File: src/rtl/i2c_rs_pkg.sv
package i2c_rs_pkg;
  localparam int BYTE_W = 8;
  localparam int ADDR_W = 8;

  typedef enum logic [2:0] {
    ST_IDLE, ST_RX, ST_PREACK, ST_ACK, ST_TX, ST_MACK, ST_RDNEXT
  } state_e;

  typedef enum logic [1:0] {
    PH_DEV, PH_REG, PH_DATA
  } phase_e;
endpackage

File: src/rtl/i2c_rs_sync.sv
module i2c_rs_sync #(
  parameter int STAGES = 2
) (
  input  logic clk_i,
  input  logic rst_ni,
  input  logic scl_i,
  input  logic sda_i,
  output logic scl_o,
  output logic sda_o,
  output logic scl_rise_o,
  output logic scl_fall_o,
  output logic start_o,
  output logic stop_o
);
  logic [STAGES-1:0] scl_q, sda_q;
  logic scl_d, sda_d;

  always_ff @(posedge clk_i or negedge rst_ni) begin
    if (!rst_ni) begin
      scl_q <= '1;
      sda_q <= '1;
      scl_d <= 1'b1;
      sda_d <= 1'b1;
    end else begin
      scl_q <= {scl_q[STAGES-2:0], scl_i};
      sda_q <= {sda_q[STAGES-2:0], sda_i};
      scl_d <= scl_q[STAGES-1];
      sda_d <= sda_q[STAGES-1];
    end
  end

  assign scl_o      = scl_q[STAGES-1];
  assign sda_o      = sda_q[STAGES-1];
  assign scl_rise_o = scl_o & ~scl_d;
  assign scl_fall_o = ~scl_o & scl_d;
  assign start_o    = scl_o & scl_d & sda_d & ~sda_o;
  assign stop_o     = scl_o & scl_d & ~sda_d & sda_o;
endmodule

File: src/rtl/i2c_rs_ptr.sv
module i2c_rs_ptr
  import i2c_rs_pkg::*;
#(
  parameter int NUM_RNG = 2,
  parameter logic [NUM_RNG*ADDR_W-1:0] RNG_LO = {8'h80, 8'h00},
  parameter logic [NUM_RNG*ADDR_W-1:0] RNG_HI = {8'hFF, 8'h3F}
) (
  input  logic              clk_i,
  input  logic              rst_ni,
  input  logic              load_i,
  input  logic [ADDR_W-1:0] load_val_i,
  input  logic              adv_i,
  output logic [ADDR_W-1:0] ptr_o
);
  localparam logic [ADDR_W-1:0] LAST = '1;

  logic [ADDR_W-1:0] ptr_q;
  logic [NUM_RNG-1:0] hit;

  for (genvar g = 0; g < NUM_RNG; g++) begin : g_rng
    localparam logic [ADDR_W-1:0] LO   = RNG_LO[g*ADDR_W +: ADDR_W];
    localparam logic [ADDR_W-1:0] SPAN = RNG_HI[g*ADDR_W +: ADDR_W] - LO;
    logic [ADDR_W-1:0] off;
    assign off    = ptr_q - LO;
    assign hit[g] = off <= SPAN;
  end

  logic in_rng;
  assign in_rng = |hit;

  always_ff @(posedge clk_i or negedge rst_ni) begin
    if (!rst_ni)               ptr_q <= '0;
    else if (load_i)           ptr_q <= load_val_i;
    else if (adv_i && in_rng)  ptr_q <= (ptr_q == LAST) ? '0 : ptr_q + ADDR_W'(1);
  end

  assign ptr_o = ptr_q;

  a_r8_ptr_step: assert property (@(posedge clk_i) disable iff (!rst_ni)
    (adv_i && !load_i && in_rng && ptr_q != LAST) |=> ptr_q == $past(ptr_q) + ADDR_W'(1));
  a_r9_ptr_hold: assert property (@(posedge clk_i) disable iff (!rst_ni)
    (adv_i && !load_i && !in_rng) |=> $stable(ptr_q));
  a_r10_ptr_wrap: assert property (@(posedge clk_i) disable iff (!rst_ni)
    (adv_i && !load_i && in_rng && ptr_q == LAST) |=> ptr_q == '0);
endmodule

File: src/rtl/i2c_reg_slave.sv
module i2c_reg_slave
  import i2c_rs_pkg::*;
#(
  parameter logic [5:0] DEV_HI  = 6'h20,
  parameter int         SYNC_N  = 2,
  parameter int         NUM_RNG = 2,
  parameter logic [NUM_RNG*ADDR_W-1:0] RNG_LO = {8'h80, 8'h00},
  parameter logic [NUM_RNG*ADDR_W-1:0] RNG_HI = {8'hFF, 8'h3F}
) (
  input  logic              clk_i,
  input  logic              rst_ni,
  input  logic              strap_i,
  input  logic              scl_i,
  input  logic              sda_i,
  output logic              sda_oe_o,
  output logic [ADDR_W-1:0] reg_addr_o,
  output logic [BYTE_W-1:0] reg_wdata_o,
  output logic              reg_we_o,
  input  logic [BYTE_W-1:0] reg_rdata_i
);
  localparam int CNT_W = $clog2(BYTE_W + 1);
  localparam logic [CNT_W-1:0] LAST_BIT = CNT_W'(BYTE_W - 1);
  localparam logic [CNT_W-1:0] ALL_BITS = CNT_W'(BYTE_W);

  logic scl_s, sda_s, scl_rise, scl_fall, start_det, stop_det;

  i2c_rs_sync #(.STAGES(SYNC_N)) i_sync (
    .clk_i, .rst_ni, .scl_i, .sda_i,
    .scl_o(scl_s), .sda_o(sda_s), .scl_rise_o(scl_rise), .scl_fall_o(scl_fall),
    .start_o(start_det), .stop_o(stop_det)
  );

  state_e state_q;
  phase_e phase_q;
  logic [CNT_W-1:0]  cnt_q;
  logic [BYTE_W-1:0] sh_q;
  logic rw_q, match_q, strap_q, strap_done_q;

  // strap captured once after reset release
  always_ff @(posedge clk_i or negedge rst_ni) begin
    if (!rst_ni) begin
      strap_q      <= 1'b0;
      strap_done_q <= 1'b0;
    end else if (!strap_done_q) begin
      strap_q      <= strap_i;
      strap_done_q <= 1'b1;
    end
  end

  logic byte_end, ptr_load, ptr_adv;
  logic [BYTE_W-1:0] rx_byte;
  assign rx_byte  = {sh_q[BYTE_W-2:0], sda_s};
  assign byte_end = (state_q == ST_RX) && scl_rise && (cnt_q == LAST_BIT) && !start_det && !stop_det;
  assign ptr_load = byte_end && (phase_q == PH_REG);
  assign reg_we_o = byte_end && (phase_q == PH_DATA);
  assign ptr_adv  = reg_we_o ||
                    ((state_q == ST_TX) && scl_fall && (cnt_q == ALL_BITS) && !start_det && !stop_det);
  assign reg_wdata_o = rx_byte;

  i2c_rs_ptr #(.NUM_RNG(NUM_RNG), .RNG_LO(RNG_LO), .RNG_HI(RNG_HI)) i_ptr (
    .clk_i, .rst_ni,
    .load_i(ptr_load), .load_val_i(rx_byte), .adv_i(ptr_adv), .ptr_o(reg_addr_o)
  );

  always_ff @(posedge clk_i or negedge rst_ni) begin
    if (!rst_ni) begin
      state_q <= ST_IDLE;
      phase_q <= PH_DEV;
      cnt_q   <= '0;
      sh_q    <= '0;
      rw_q    <= 1'b0;
      match_q <= 1'b0;
    end else if (start_det) begin
      state_q <= ST_RX;
      phase_q <= PH_DEV;
      cnt_q   <= '0;
    end else if (stop_det) begin
      state_q <= ST_IDLE;
    end else begin
      unique case (state_q)
        ST_RX: if (scl_rise) begin
          sh_q <= rx_byte;
          if (cnt_q == LAST_BIT) begin
            cnt_q   <= '0;
            state_q <= ST_PREACK;
            if (phase_q == PH_DEV) begin
              match_q <= (sh_q[BYTE_W-2:0] == {DEV_HI, strap_q});
              rw_q    <= sda_s;
            end
          end else begin
            cnt_q <= cnt_q + 1'b1;
          end
        end
        ST_PREACK: if (scl_fall)
          state_q <= (phase_q == PH_DEV && !match_q) ? ST_IDLE : ST_ACK;
        ST_ACK: if (scl_fall) begin
          cnt_q <= '0;
          if (phase_q == PH_DEV && rw_q) begin
            sh_q    <= reg_rdata_i;
            state_q <= ST_TX;
          end else begin
            phase_q <= (phase_q == PH_DEV) ? PH_REG : PH_DATA;
            state_q <= ST_RX;
          end
        end
        ST_TX: begin
          if (scl_rise) cnt_q <= cnt_q + 1'b1;
          if (scl_fall) begin
            if (cnt_q == ALL_BITS) begin
              state_q <= ST_MACK;
              cnt_q   <= '0;
            end else begin
              sh_q <= {sh_q[BYTE_W-2:0], 1'b0};
            end
          end
        end
        ST_MACK: if (scl_rise) state_q <= sda_s ? ST_IDLE : ST_RDNEXT;
        ST_RDNEXT: if (scl_fall) begin
          sh_q    <= reg_rdata_i;
          cnt_q   <= '0;
          state_q <= ST_TX;
        end
        default: ;
      endcase
    end
  end

  assign sda_oe_o = (state_q == ST_ACK) || (state_q == ST_TX && !sh_q[BYTE_W-1]);

  a_r4_oe_scl_low: assert property (@(posedge clk_i) disable iff (!rst_ni)
    (!$stable(sda_oe_o) && !$past(start_det || stop_det)) |-> !scl_s);
  a_r5_we_pulse: assert property (@(posedge clk_i) disable iff (!rst_ni)
    reg_we_o |=> !reg_we_o);
  a_r7_nack_release: assert property (@(posedge clk_i) disable iff (!rst_ni)
    (state_q == ST_MACK && scl_rise && sda_s && !start_det && !stop_det) |=>
      (state_q == ST_IDLE && !sda_oe_o));
  a_r2_mismatch_idle: assert property (@(posedge clk_i) disable iff (!rst_ni)
    (state_q == ST_PREACK && phase_q == PH_DEV && !match_q && scl_fall && !start_det && !stop_det)
      |=> !sda_oe_o);
endmodule

File: config.mk
export PLATFORM = sky130hd
export DESIGN_NAME = i2c_reg_slave
export DESIGN_NICKNAME = d
export VERILOG_FILES = /design/src/rtl/i2c_rs_pkg.sv /design/src/rtl/i2c_rs_sync.sv /design/src/rtl/i2c_rs_ptr.sv /design/src/rtl/i2c_reg_slave.sv
export SDC_FILE = /design/constraint.sdc
export NUM_CORES = 1
export LEC_CHECK = 0
export CAP_MARGIN = 20
export CORE_ASPECT_RATIO = 1.25
export CORE_MARGIN = 2
export CORE_UTILIZATION = 34
export CTS_CLUSTER_SIZE = 28
export DETAILED_ROUTE_END_ITERATION = 8
export DONT_BUFFER_PORTS = 1
export SETUP_SLACK_MARGIN = 0.02
export SYNTH_ARGS = -nofsm -noshare
export SYNTH_HDL_FRONTEND = slang
export SYNTH_SLANG_ARGS = --single-unit
export TNS_END_PERCENT = 100
File: constraint.sdc
create_clock -name clk_i -period 2.3 [get_ports clk_i]
set_input_delay 0.23 -clock clk_i [delete_from_list [all_inputs] [get_ports clk_i]]
set_output_delay 0.23 -clock clk_i [all_outputs]
set_load 0.02 [all_outputs]
==> impl_metrics.yaml, run 1 <==
outcome:
  status: "complete, no violations"
synthesis:
  netlist_top_cells_area: "dfrtp_1 34%, dfstp_2 7.4%, a21oi_1 4.7%"
  avgSynthCellArea_um2: 9.17
  yosysTopAreaCell: "dfrtp_1"
  synth_top_area_share_pct: 34.1
  yosys_warnings: 0
  synth_nets: 248
  postSynth.asyncResetShare_pct: 100
  synth-seq-cells: 35
  syn_area_um2: 2130
  syn_inst: 232
  yosysUniqueCellTypes: 57
  yosysSeqAreaShare_pct: 41.5
  synth_flop_cell: "dfrtp_1"
  synth_edf_count: 0
global_route:
  grt_pass1_vias: 1686
  use_met2_pct: 27.4
  grt_usage_pct: 16.0
  grt_max_degree: 36
  grt-ovfl-total: 0
  met3_usage_pct: 3.92
  grt_pass1_wl_um: 8460
  antenna_found_initial: 0
  met1_usage_pct: 20.3
  top_usage_layer: "met2"
setup_path:
  start_kind: "flop"
  path_class: "flop to flop"
  r2r_slack_ns: 0.21
  required_ns: 2.51
  reg2reg_from: "i_sync.scl_q[1]"
  path_max_fanout: 14
  cp-startpoint: "i_sync.scl_q[1]"
  crit_path_end_kind: "flop"
  critPathArrivalTime_ns: 2.30
sta:
  max_freq_mhz: 478
  hold_viol_final: 0
  finClkSkew_ns: 0.0130
  setup_viol: 0
  rsz0062_at_grt: "no"
  slew_viol_final: 0
  setup_slack_ns: 0.209
  finalCriticalPeriod_ns: 2.09
  fin_hold_ws_ns: 0.0944
  fin_crit_sh_pct: 90.9
routing:
  viasPerCell: 5.38
  wl_per_cell_um: 15.8
  drt_wl_total_um: 5110
  antenna_left: 0
  num_vias: 1742
  remaining_drc_errors: 0
  dr.pass1.iters: 4
  drt_iter0_markers: 120
placed_design:
  preCtsSetupSlack_ns: 0.216
  portBuffers: 0
  hpwlAfterDp_um: 3790
  place.gp.congestion: 0.942
floorplan:
  die_h_um: 92.5
  core_um2: 6130
  ios: 31
  start_util_pct: 34.7
  rows: 32
  dieWidth_um: 74.8
  die_area_um2: 6910
cells_and_area:
  antenna_cells: 0
  area_delta_synth_final_pct: 11.5
  drive_gt1_share_pct: 15.9
  fillers: 640
  nets: 254
pwr:
  power.density_nw_per_um2: 938
  leakagePower_nw: 1.00
  peakVddDrop_v: 0.000559
cts:
  worstSkewPairLatency_ns: 0.29
  cts.sinks: 35
  htreeDepth: 2
  path_clk_slew_ns: 0.07
  postCtsSetupBuffers: 0
  cts_buffers: 5
  clock_path_buffers: 2
  root_buffer: "clkbuf_8"
  cts_tree: "built"
worst_hold_path:
  hold_class: "primary input to flop"
  min_from: "strap_i"
job:
  max_cap_viol_count: 0
-- critical path, cell delays in order, from the launching register on --
cell      delay (ns)
dfstp_2         0.53
or3b_1          0.47
a21oi_1         0.35
o2111a_1        0.29
buf_4           0.20
nor2_1          0.05
a21oi_1         0.12
-- report_power, final --
part,switching (W),leakage (nW),total (W),internal (W)
clock,0.000223,0.0515,0.000497,0.000274
combinational,0.000408,0.522,0.000735,0.000327
sequential,0.000247,0.427,0.000995,0.000747
-- through the flow --
step | instance area, um^2 | cells | util [%] | power [W] | setup TNS [ns]
6_report | 2370 | 324 | 38.7 | 0.00223 | 0
5_1_grt | 2370 | 324 | 38.7 | 0.00239 | 0
4_1_cts | 2370 | 324 | 38.7 | 0.00225 | 0
3_5_place_dp | 2220 | 312 | 36.3 | 0.00172 | 0
3_3_place_gp | 2220 | 312 | 36.3 | 0.00172 | 0
2_1_floorplan | 2140 | 232 | - | 0.00159 | -0.0175
-- final cells by class --
class                      count  area [um^2]  area share [%]
clock buffer                   8          100            4.22
inverter                       5         18.8           0.791
multi-input combinational    173         1110            46.8
sequential                    35          883            37.2
tap                           85          106            4.48
timing repair buffer          18          155            6.54
-- registers in the layout, summed over array words and instances, names as in the netlist --
name	count
i_sync.scl_q	2
i_sync.sda_d	1
i_sync.sda_q	2
rw_q	1
strap_done_q	1
strap_q	1
cnt_q	4
i_ptr.ptr_o	8
match_q	1
state_q	3
sh_q	8
i_sync.scl_d	1
phase_q	2
-- synthesized netlist by cell type, drive strengths merged (3+ instances only) --
cell type / instances
buf: 12
nand3: 7
ha: 3
o21ai: 20
mux2i: 9
nor2: 20
a311oi: 3
dfrtp: 29
nand2: 16
a21oi: 20
nand3b: 8
or2: 3
xor2: 4
nor2b: 4
dfstp: 6
and3: 3
o211ai: 7
inv: 5
nand2b: 8
clkbuf: 7
-- logic make-up (layout without fill, tap and decap cells) --
group                      count (synthesis)  in the layout  share of synthesized area (%)
DFF                                       35             35                           41.5
buffers and inverters                     24             31                           6.35
muxes                                     11             11                           5.29
AOI/OAI and AO/OA                         70             70                           21.0
and+or+nand+nor                           83             83                           21.9
adders and majority gates                  3              3                           1.76
xor gates and xnor gates                   5              5                           2.06
other                                      1              1                          0.176
-- routing by layer --
layer / share of wire (%) / vias to the layer above
met3: 4.8 / 5
met5: 0 / -
met1: 42 / 844
met4: 0.90 / 0
met2: 52 / 51
li1: - / 842
-- cells in the final DEF (no fill, tap or decap), types with 4 or more instances in the layout --
master	Yosys	layout
a21oi_1	20	20
buf_4	9	14
o21ai_0	18	18
nor2_1	20	20
nor2b_1	4	4
nand2_1	16	16
o211ai_1	7	7
nand3_1	7	7
nand3b_1	8	8
clkbuf_8	0	7
nand2b_1	8	8
dfstp_2	6	6
mux2i_1	9	9
xor2_1	4	4
inv_1	5	5
dfrtp_1	29	29
-- repair_timing --
action,4_1_cts,5_1_grt
hold buffers,4,0
resized for setup,0,0
endpoints found under the hold margin,37,0
-- final timing paths --
check / end / cells after the start
max in group asynchronous: i_sync.sda_q[0] / 2
worst max register to register: sh_q[6] / 6
worst min register to register: i_sync.sda_q[1] / 0
worst min-delay path: strap_q / 1
worst max-delay path: sh_q[6] / 6
min in group asynchronous: cnt_q[3] / 2
No activity file was read; power rests on OpenSTA's default activity.
==> run 2, diff against run 1 <==
--- a/config.mk
+++ b/config.mk
@@ -5,13 +5,15 @@
 export SDC_FILE = /design/constraint.sdc
 export NUM_CORES = 1
 export LEC_CHECK = 0
+export ABC_AREA = 1
 export CAP_MARGIN = 20
 export CORE_ASPECT_RATIO = 1.25
 export CORE_MARGIN = 2
-export CORE_UTILIZATION = 34
+export CORE_UTILIZATION = 25
 export CTS_CLUSTER_SIZE = 28
 export DETAILED_ROUTE_END_ITERATION = 8
 export DONT_BUFFER_PORTS = 1
+export PLACE_DENSITY_LB_ADDON = 0.1
 export SETUP_SLACK_MARGIN = 0.02
 export SYNTH_ARGS = -nofsm -noshare
 export SYNTH_HDL_FRONTEND = slang
==> run 2 against run 1 <==
Area after synthesis increased by 5.1%. Sequential share of layout area decreased by 2.1 points. Non-clock buffer count decreased by 10. Die area increased by 41%. Core utilization decreased by 9.8 points. Cell count increased by 37%. First-iteration DRC count decreased by 28%. Count of clock-buffer cells in the layout decreased by 2. Clock power increased by 35%. Critical path type unchanged. Critical endpoint is now sh_q[0].
==> impl_metrics.yaml, run 2 <==
outcome:
  status: "complete, no violations"
cts:
  clock_path_buffers: 2
  path_clk_slew_ns: 0.07
  worstSkewPairLatency_ns: 0.29
  cts_buffers: 5
  root_buffer: "clkbuf_8"
  cts.sinks: 35
  postCtsSetupBuffers: 0
  hold_buffers: 4
  cts_resized: 0
  htreeDepth: 2
  cts_tree: "built"
sta:
  finalCriticalPeriod_ns: 1.89
  finClkSkew_ns: 0.0116
  max_freq_mhz: 528
  rsz0062_at_grt: "no"
  setup_viol: 0
  hold_viol_final: 0
  fin_setup_tns_ns: 0
  slew_viol_final: 0
  fin_crit_sh_pct: 82.3
  tightestPinTransition_ns: 0.527
  fin_hold_ws_ns: 0.0913
  slew_headroom_pct: 64.7
pwr:
  internal_power_w: 0.00146
  peakVddDrop_v: 0.000458
  seqPwrFrac_pct: 40.4
  switching_share_pct: 40.6
  power_frac_clock_pct: 27.4
  combPwrFrac_pct: 32.2
  power.density_nw_per_um2: 976
  leakagePower_nw: 1.26
  power.switching_w: 0.000998
placed_design:
  place.gp.congestion: 0.784
  hpwlAfterDp_um: 4430
  portBuffers: 0
routing:
  antenna_left: 0
  dr.pass1.iters: 4
  num_vias: 1959
  wl_per_cell_um: 13.2
  viasPerCell: 4.42
  drt_iter0_markers: 87
  remaining_drc_errors: 0
  drt_wl_total_um: 5850
worst_hold_path:
  worstHoldPathCells: 1
  min_from: "strap_i"
  hold_class: "primary input to flop"
  whs_endpoint: "strap_q"
floorplan:
  dieWidth_um: 88.6
  core_um2: 8700
  rows: 38
  ios: 31
  die_h_um: 110
  start_util_pct: 25.7
  die_area_um2: 9720
synthesis:
  synth_flop_cell: "dfrtp_1"
  synthMuxAreaShare_pct: 0.504
  synth_most_common_cell: "nand2_1"
  synth-seq-cells: 35
  synth_commonest_cells: "107 x nand2_1, 48 x nand3_1, 30 x inv_1"
  yosys.area_share.simple_pct: 39.8
  synth_top_family_by_area: "simple AND/OR/NAND/NOR gates"
  avgSynthCellArea_um2: 7.03
  yosysSeqAreaShare_pct: 39.5
  syn_area_um2: 2240
  yosysUniqueCellTypes: 33
  yosys_warnings: 0
  postSynth.asyncResetShare_pct: 100
  synthAdderAreaFrac_pct: 1.68
  netlist_top_cells_area: "dfrtp_1 32%, nand2_1 18%, nand3_1 11%"
  synth_edf_count: 0
  synth-compound-area-share_pct: 7.22
  yosysTopAreaCell: "dfrtp_1"
  synth_top_area_share_pct: 32.5
  synthXorXnorAreaFrac_pct: 1.96
  syn_inst: 318
  synth_nets: 334
cells_and_area:
  post-route-util_pct: 28.9
  area_delta_synth_final_pct: 12.6
  drive_gt1_share_pct: 11.1
  nets: 338
  final_cell_mix: "107 x nand2_1, 48 x nand3_1, 30 x inv_1"
  antenna_cells: 0
  final_common_cell: "nand2_1"
setup_path:
  crit_path_end_kind: "flop"
  critPathMostFrequentCell: "nand2_1"
  cp-startpoint: "i_sync.sda_q[1]"
  max_stage_delay_ns: 0.64
  path_max_fanout: 9
  critPathArrivalTime_ns: 2.07
  start_kind: "flop"
  crit_buf_inv: 1
  cp_top_family: "simple AND/OR/NAND/NOR gates"
  r2r-end: "sh_q[0]"
  crit_chain: "inv_1 > nand3_1 > nand2_1 > nor2_4 > nand2_4 > nand2_1 > nand2_1"
  path_class: "flop to flop"
  r2r_slack_ns: 0.41
  reg2reg_from: "i_sync.sda_q[1]"
  cp_slowest_cell: "dfstp_2"
  required_ns: 2.48
  reg2reg_depth: 7
global_route:
  grt_max_degree: 36
  grt_usage_pct: 12.7
  grt_pass1_vias: 1912
  antenna_found_initial: 0
  grt_pass1_wl_um: 9580
  grt-ovfl-total: 0
job:
  max_cap_viol_count: 0
==> run 2: changes by cell type in the layout (fill, tap and decap cells not counted), sizes merged, moves of 10 or more <==
cell	delta
buf	-10
a21oi	-18
nand2	+97
nand3	+41
nor2	+12
inv	+28
==> run 2: logic make-up after synthesis <==
group | count (synthesis)
multiplexers | 1
adder cells (fa/ha/maj) | 3
AND/OR/NAND/NOR | 201
buffers and inverters | 44
AO/OA/AOI/OAI | 28
other | 1
flip-flops | 35
XOR/XNOR | 5
==> run 2: cell type report <==
cell class,count,area (um^2)
multi-input combinational,239,1150
clock buffer,6,72.6
tap,120,150
clock inverter,2,60.1
inverter,33,124
sequential,35,883
timing repair buffer,8,80.1
fill,972,6180
==> run 2: worst register-to-register path: stages, from the launching register on <==
cell	delay (ns)
dfstp_2	0.64
inv_1	0.12
nand3_1	0.25
nand2_1	0.21
nor2_4	0.30
nand2_4	0.13
nand2_1	0.09
nand2_1	0.05
==> run 2: power groups by stage <==
stage	Clock, W	Combinational (W)	Sequential (W)
finish	0.000673	0.000792	0.000993
global route	0.000721	0.000930	0.00102
CTS	0.000698	0.000805	0.000998
detailed placement	0	0.000781	0.00101
global placement	0	0.000795	0.00102
floorplan	0	0.000769	0.000876
==> run 2: worst max-delay path by stage <==
stage / end / slack (ns) / cells past startpoint
detailed placement: sh_q[0] / 0.38 / 7
global route: sh_q[6] / 0.22 / 7
global placement: sh_q[1] / 0.36 / 7
floorplan: sh_q[6] / 0.78 / 7
CTS: sh_q[0] / 0.38 / 7
finish: sh_q[0] / 0.41 / 7
==> run 2: per-stage QoR <==
step                      worst slack [ns]  power, W  instance area [um^2]  cells
after floorplan                      0.783   0.00165                  2240    318
after global placement               0.360   0.00181                  2330    431
after detailed placement             0.384   0.00179                  2330    431
after CTS                            0.377   0.00250                  2520    443
after global routing                 0.218   0.00267                  2520    443
final                                0.406   0.00246                  2520    443
==> run 2: metal layers <==
| metal | routed length [um] | global-route usage [%] | up-vias | part of all wire [%] |
|---|---|---|---|---|
| li1 | - | - | 1019 | - |
| met1 | 2610 | 15.7 | 890 | 45 |
| met4 | 89 | 3.90 | 0 | 1.5 |
| met5 | 0 | 0 | - | 0 |
| met3 | 297 | 3.15 | 6 | 5.1 |
| met2 | 2850 | 21.8 | 44 | 49 |
==> run 3, diff against run 2 <==
==> constraint.sdc (replaced) <==
create_clock -name clk_i -period 1.7 [get_ports clk_i]
set_input_delay 0.17 -clock clk_i [delete_from_list [all_inputs] [get_ports clk_i]]
set_output_delay 0.17 -clock clk_i [all_outputs]
set_load 0.02 [all_outputs]
==> run 3 against run 2 <==
Clock power is 34% higher. Die area unchanged. Critical path depth shrank 1. Global-route usage increased by 0.44 points. Count of clock-buffer cells in the layout is the same. First-iteration DRC count increased by 29%. Sequential cell count stayed put. Non-clock buffer count grew 26. Cell count up 5.9%. Hold slack lost 0.057 ns. Wire length grew 6.3%. Critical path type is now flop to output pin.
==> impl_metrics.yaml, run 3 (same netlist as run 2, synthesis figures left out) <==
routing:
  wl_per_cell_um: 13.3
  drt_iter0_markers: 112
  wl_met1_um: 2740
  antenna_left: 0
  highest_layer: "met4"
  wl_met3_um: 246
  met2WireLength_um: 3150
  viasPerCell: 4.39
  dr.pass1.iters: 4
  remaining_drc_errors: 0
  drt_wl_total_um: 6220
  num_vias: 2057
worst_hold_path:
  whs_endpoint: "strap_q"
  min_from: "strap_i"
  worstHoldPathCells: 1
  hold_class: "primary input to flop"
floorplan:
  die_area_um2: 9720
  core_um2: 8700
  ios: 31
  rows: 38
  dieWidth_um: 88.6
  die_h_um: 110
  start_util_pct: 25.7
setup_path:
  r2r_slack_ns: 0.12
  required_ns: 1.53
  path_max_fanout: 7
  cp-startpoint: "state_q[2]"
  crit_path_end_kind: "output pin"
  reg2reg_from: "state_q[2]"
  start_kind: "flop"
  reg2reg_depth: 7
  r2r-end: "cnt_q[1]"
  critPathArrivalTime_ns: 1.42
  path_class: "flop to output pin"
sta:
  max_freq_mhz: 630
  fin_crit_sh_pct: 93.3
  finClkSkew_ns: 0.00605
  hold_viol_final: 0
  setup_viol: 0
  rsz0062_at_grt: "yes"
  slew_viol_final: 0
  finalCriticalPeriod_ns: 1.59
outcome:
  status: "complete, no violations"
global_route:
  grt-ovfl-total: 0
  grt_pass1_vias: 1986
  grt_pass1_wl_um: 9670
  grt_max_degree: 36
  grt_usage_pct: 13.2
  antenna_found_initial: 0
cells_and_area:
  drive_gt1_share_pct: 22.3
  layout.area.seq_um2: 887
  final_cell_mix: "106 x nand2_1, 45 x nand3_1, 29 x inv_1, 29 x buf_4, 26 x dfrtp_1"
  final_common_cell: "nand2_1"
  multi_input_area_um2: 1200
  area_delta_synth_final_pct: 24.8
  nets: 364
  stdcell_area_um2: 2790
  antenna_cells: 0
  fillers: 990
cts:
  htreeDepth: 2
  root_buffer: "clkbuf_8"
  clock_path_buffers: 2
  cts_buffers: 5
  path_clk_slew_ns: 0.07
  cts.sinks: 35
  cts_tree: "built"
  worstSkewPairLatency_ns: 0.29
pwr:
  peakVddDrop_v: 0.000396
  seqPwrFrac_pct: 36.3
  switching_share_pct: 40.0
  combPwrFrac_pct: 38.7
  internal_power_w: 0.00215
  total_power_w: 0.00359
  leakagePower_nw: 1.40
  power.density_nw_per_um2: 1290
  power_frac_clock_pct: 25.0
  power.switching_w: 0.00144
placed_design:
  place.gp.congestion: 0.803
  placed_area_um2: 2490
  portBuffers: 0
  hpwlAfterDp_um: 4720
job:
  max_cap_viol_count: 0
-- run 3: per-layer routing --
layer	vias up	track usage, %
li1	1072	-
met1	950	16.3
met2	31	22.1
met3	4	3.15
met4	0	5.09
met5	-	0
-- run 3: power by group through the flow --
stage / combinational (W) / sequential [W] / clock [W]
3_5_place_dp: 0.00124 / 0.00130 / 0
6_report: 0.00139 / 0.00131 / 0.000899
2_1_floorplan: 0.00104 / 0.00119 / 0
5_1_grt: 0.00158 / 0.00134 / 0.000964
3_3_place_gp: 0.00124 / 0.00130 / 0
4_1_cts: 0.00127 / 0.00129 / 0.000941
-- run 3: critical path: stages (launching register included) --
cell and delay [ns]:
dfrtp_2 0.46, buf_4 0.15, nor2_1 0.13, buf_4 0.14, inv_1 0.04, o21ai_2 0.05, buf_4 0.15
-- run 3: layout make-up --
| type | instances | area share (%) |
|---|---|---|
| Inverter | 33 | 4.62 |
| Timing Repair Buffer | 34 | 10.3 |
| Sequential cell | 35 | 31.8 |
| Multi-Input combinational cell | 239 | 43.1 |
| Clock buffer | 6 | 2.60 |
| Tap cell | 120 | 5.38 |
| Clock inverter | 2 | 2.15 |
-- run 3: worst max path at each step --
| stage | to | slack (ns) |
|---|---|---|
| floorplan | sh_q[6] | 0.18 |
| global placement | i_ptr.ptr_o[6] | 0.04 |
| detailed placement | i_ptr.ptr_o[4] | 0.04 |
| CTS | i_ptr.ptr_o[4] | 0.02 |
| global route | i_ptr.ptr_o[5] | -0.01 |
| finish | sda_oe_o | 0.11 |
-- run 3: through the flow --
step | instances | hold slack [ns] | utilization (%) | TNS [ns] | worst slack, ns
after global routing | 469 | 0.0132 | 32.1 | -0.0203 | -0.0138
after floorplan | 318 | -0.126 | - | 0 | 0.183
after detailed placement | 450 | -0.123 | 28.6 | 0 | 0.0448
after CTS | 462 | 0.0175 | 30.7 | 0 | 0.0204
final | 469 | 0.0345 | 32.1 | 0 | 0.114
after global placement | 450 | -0.123 | 28.6 | 0 | 0.0438
-- run 3: repair_timing --
item | in CTS | in global routing
cloned | 0 | 0
hold buffers | 4 | 0
pin swaps | 0 | 3
resized for setup | 2 | 20
endpoints found under the setup margin | 2 | 25
endpoints found under the hold margin | 37 | 0
buffers inserted | 0 | 7
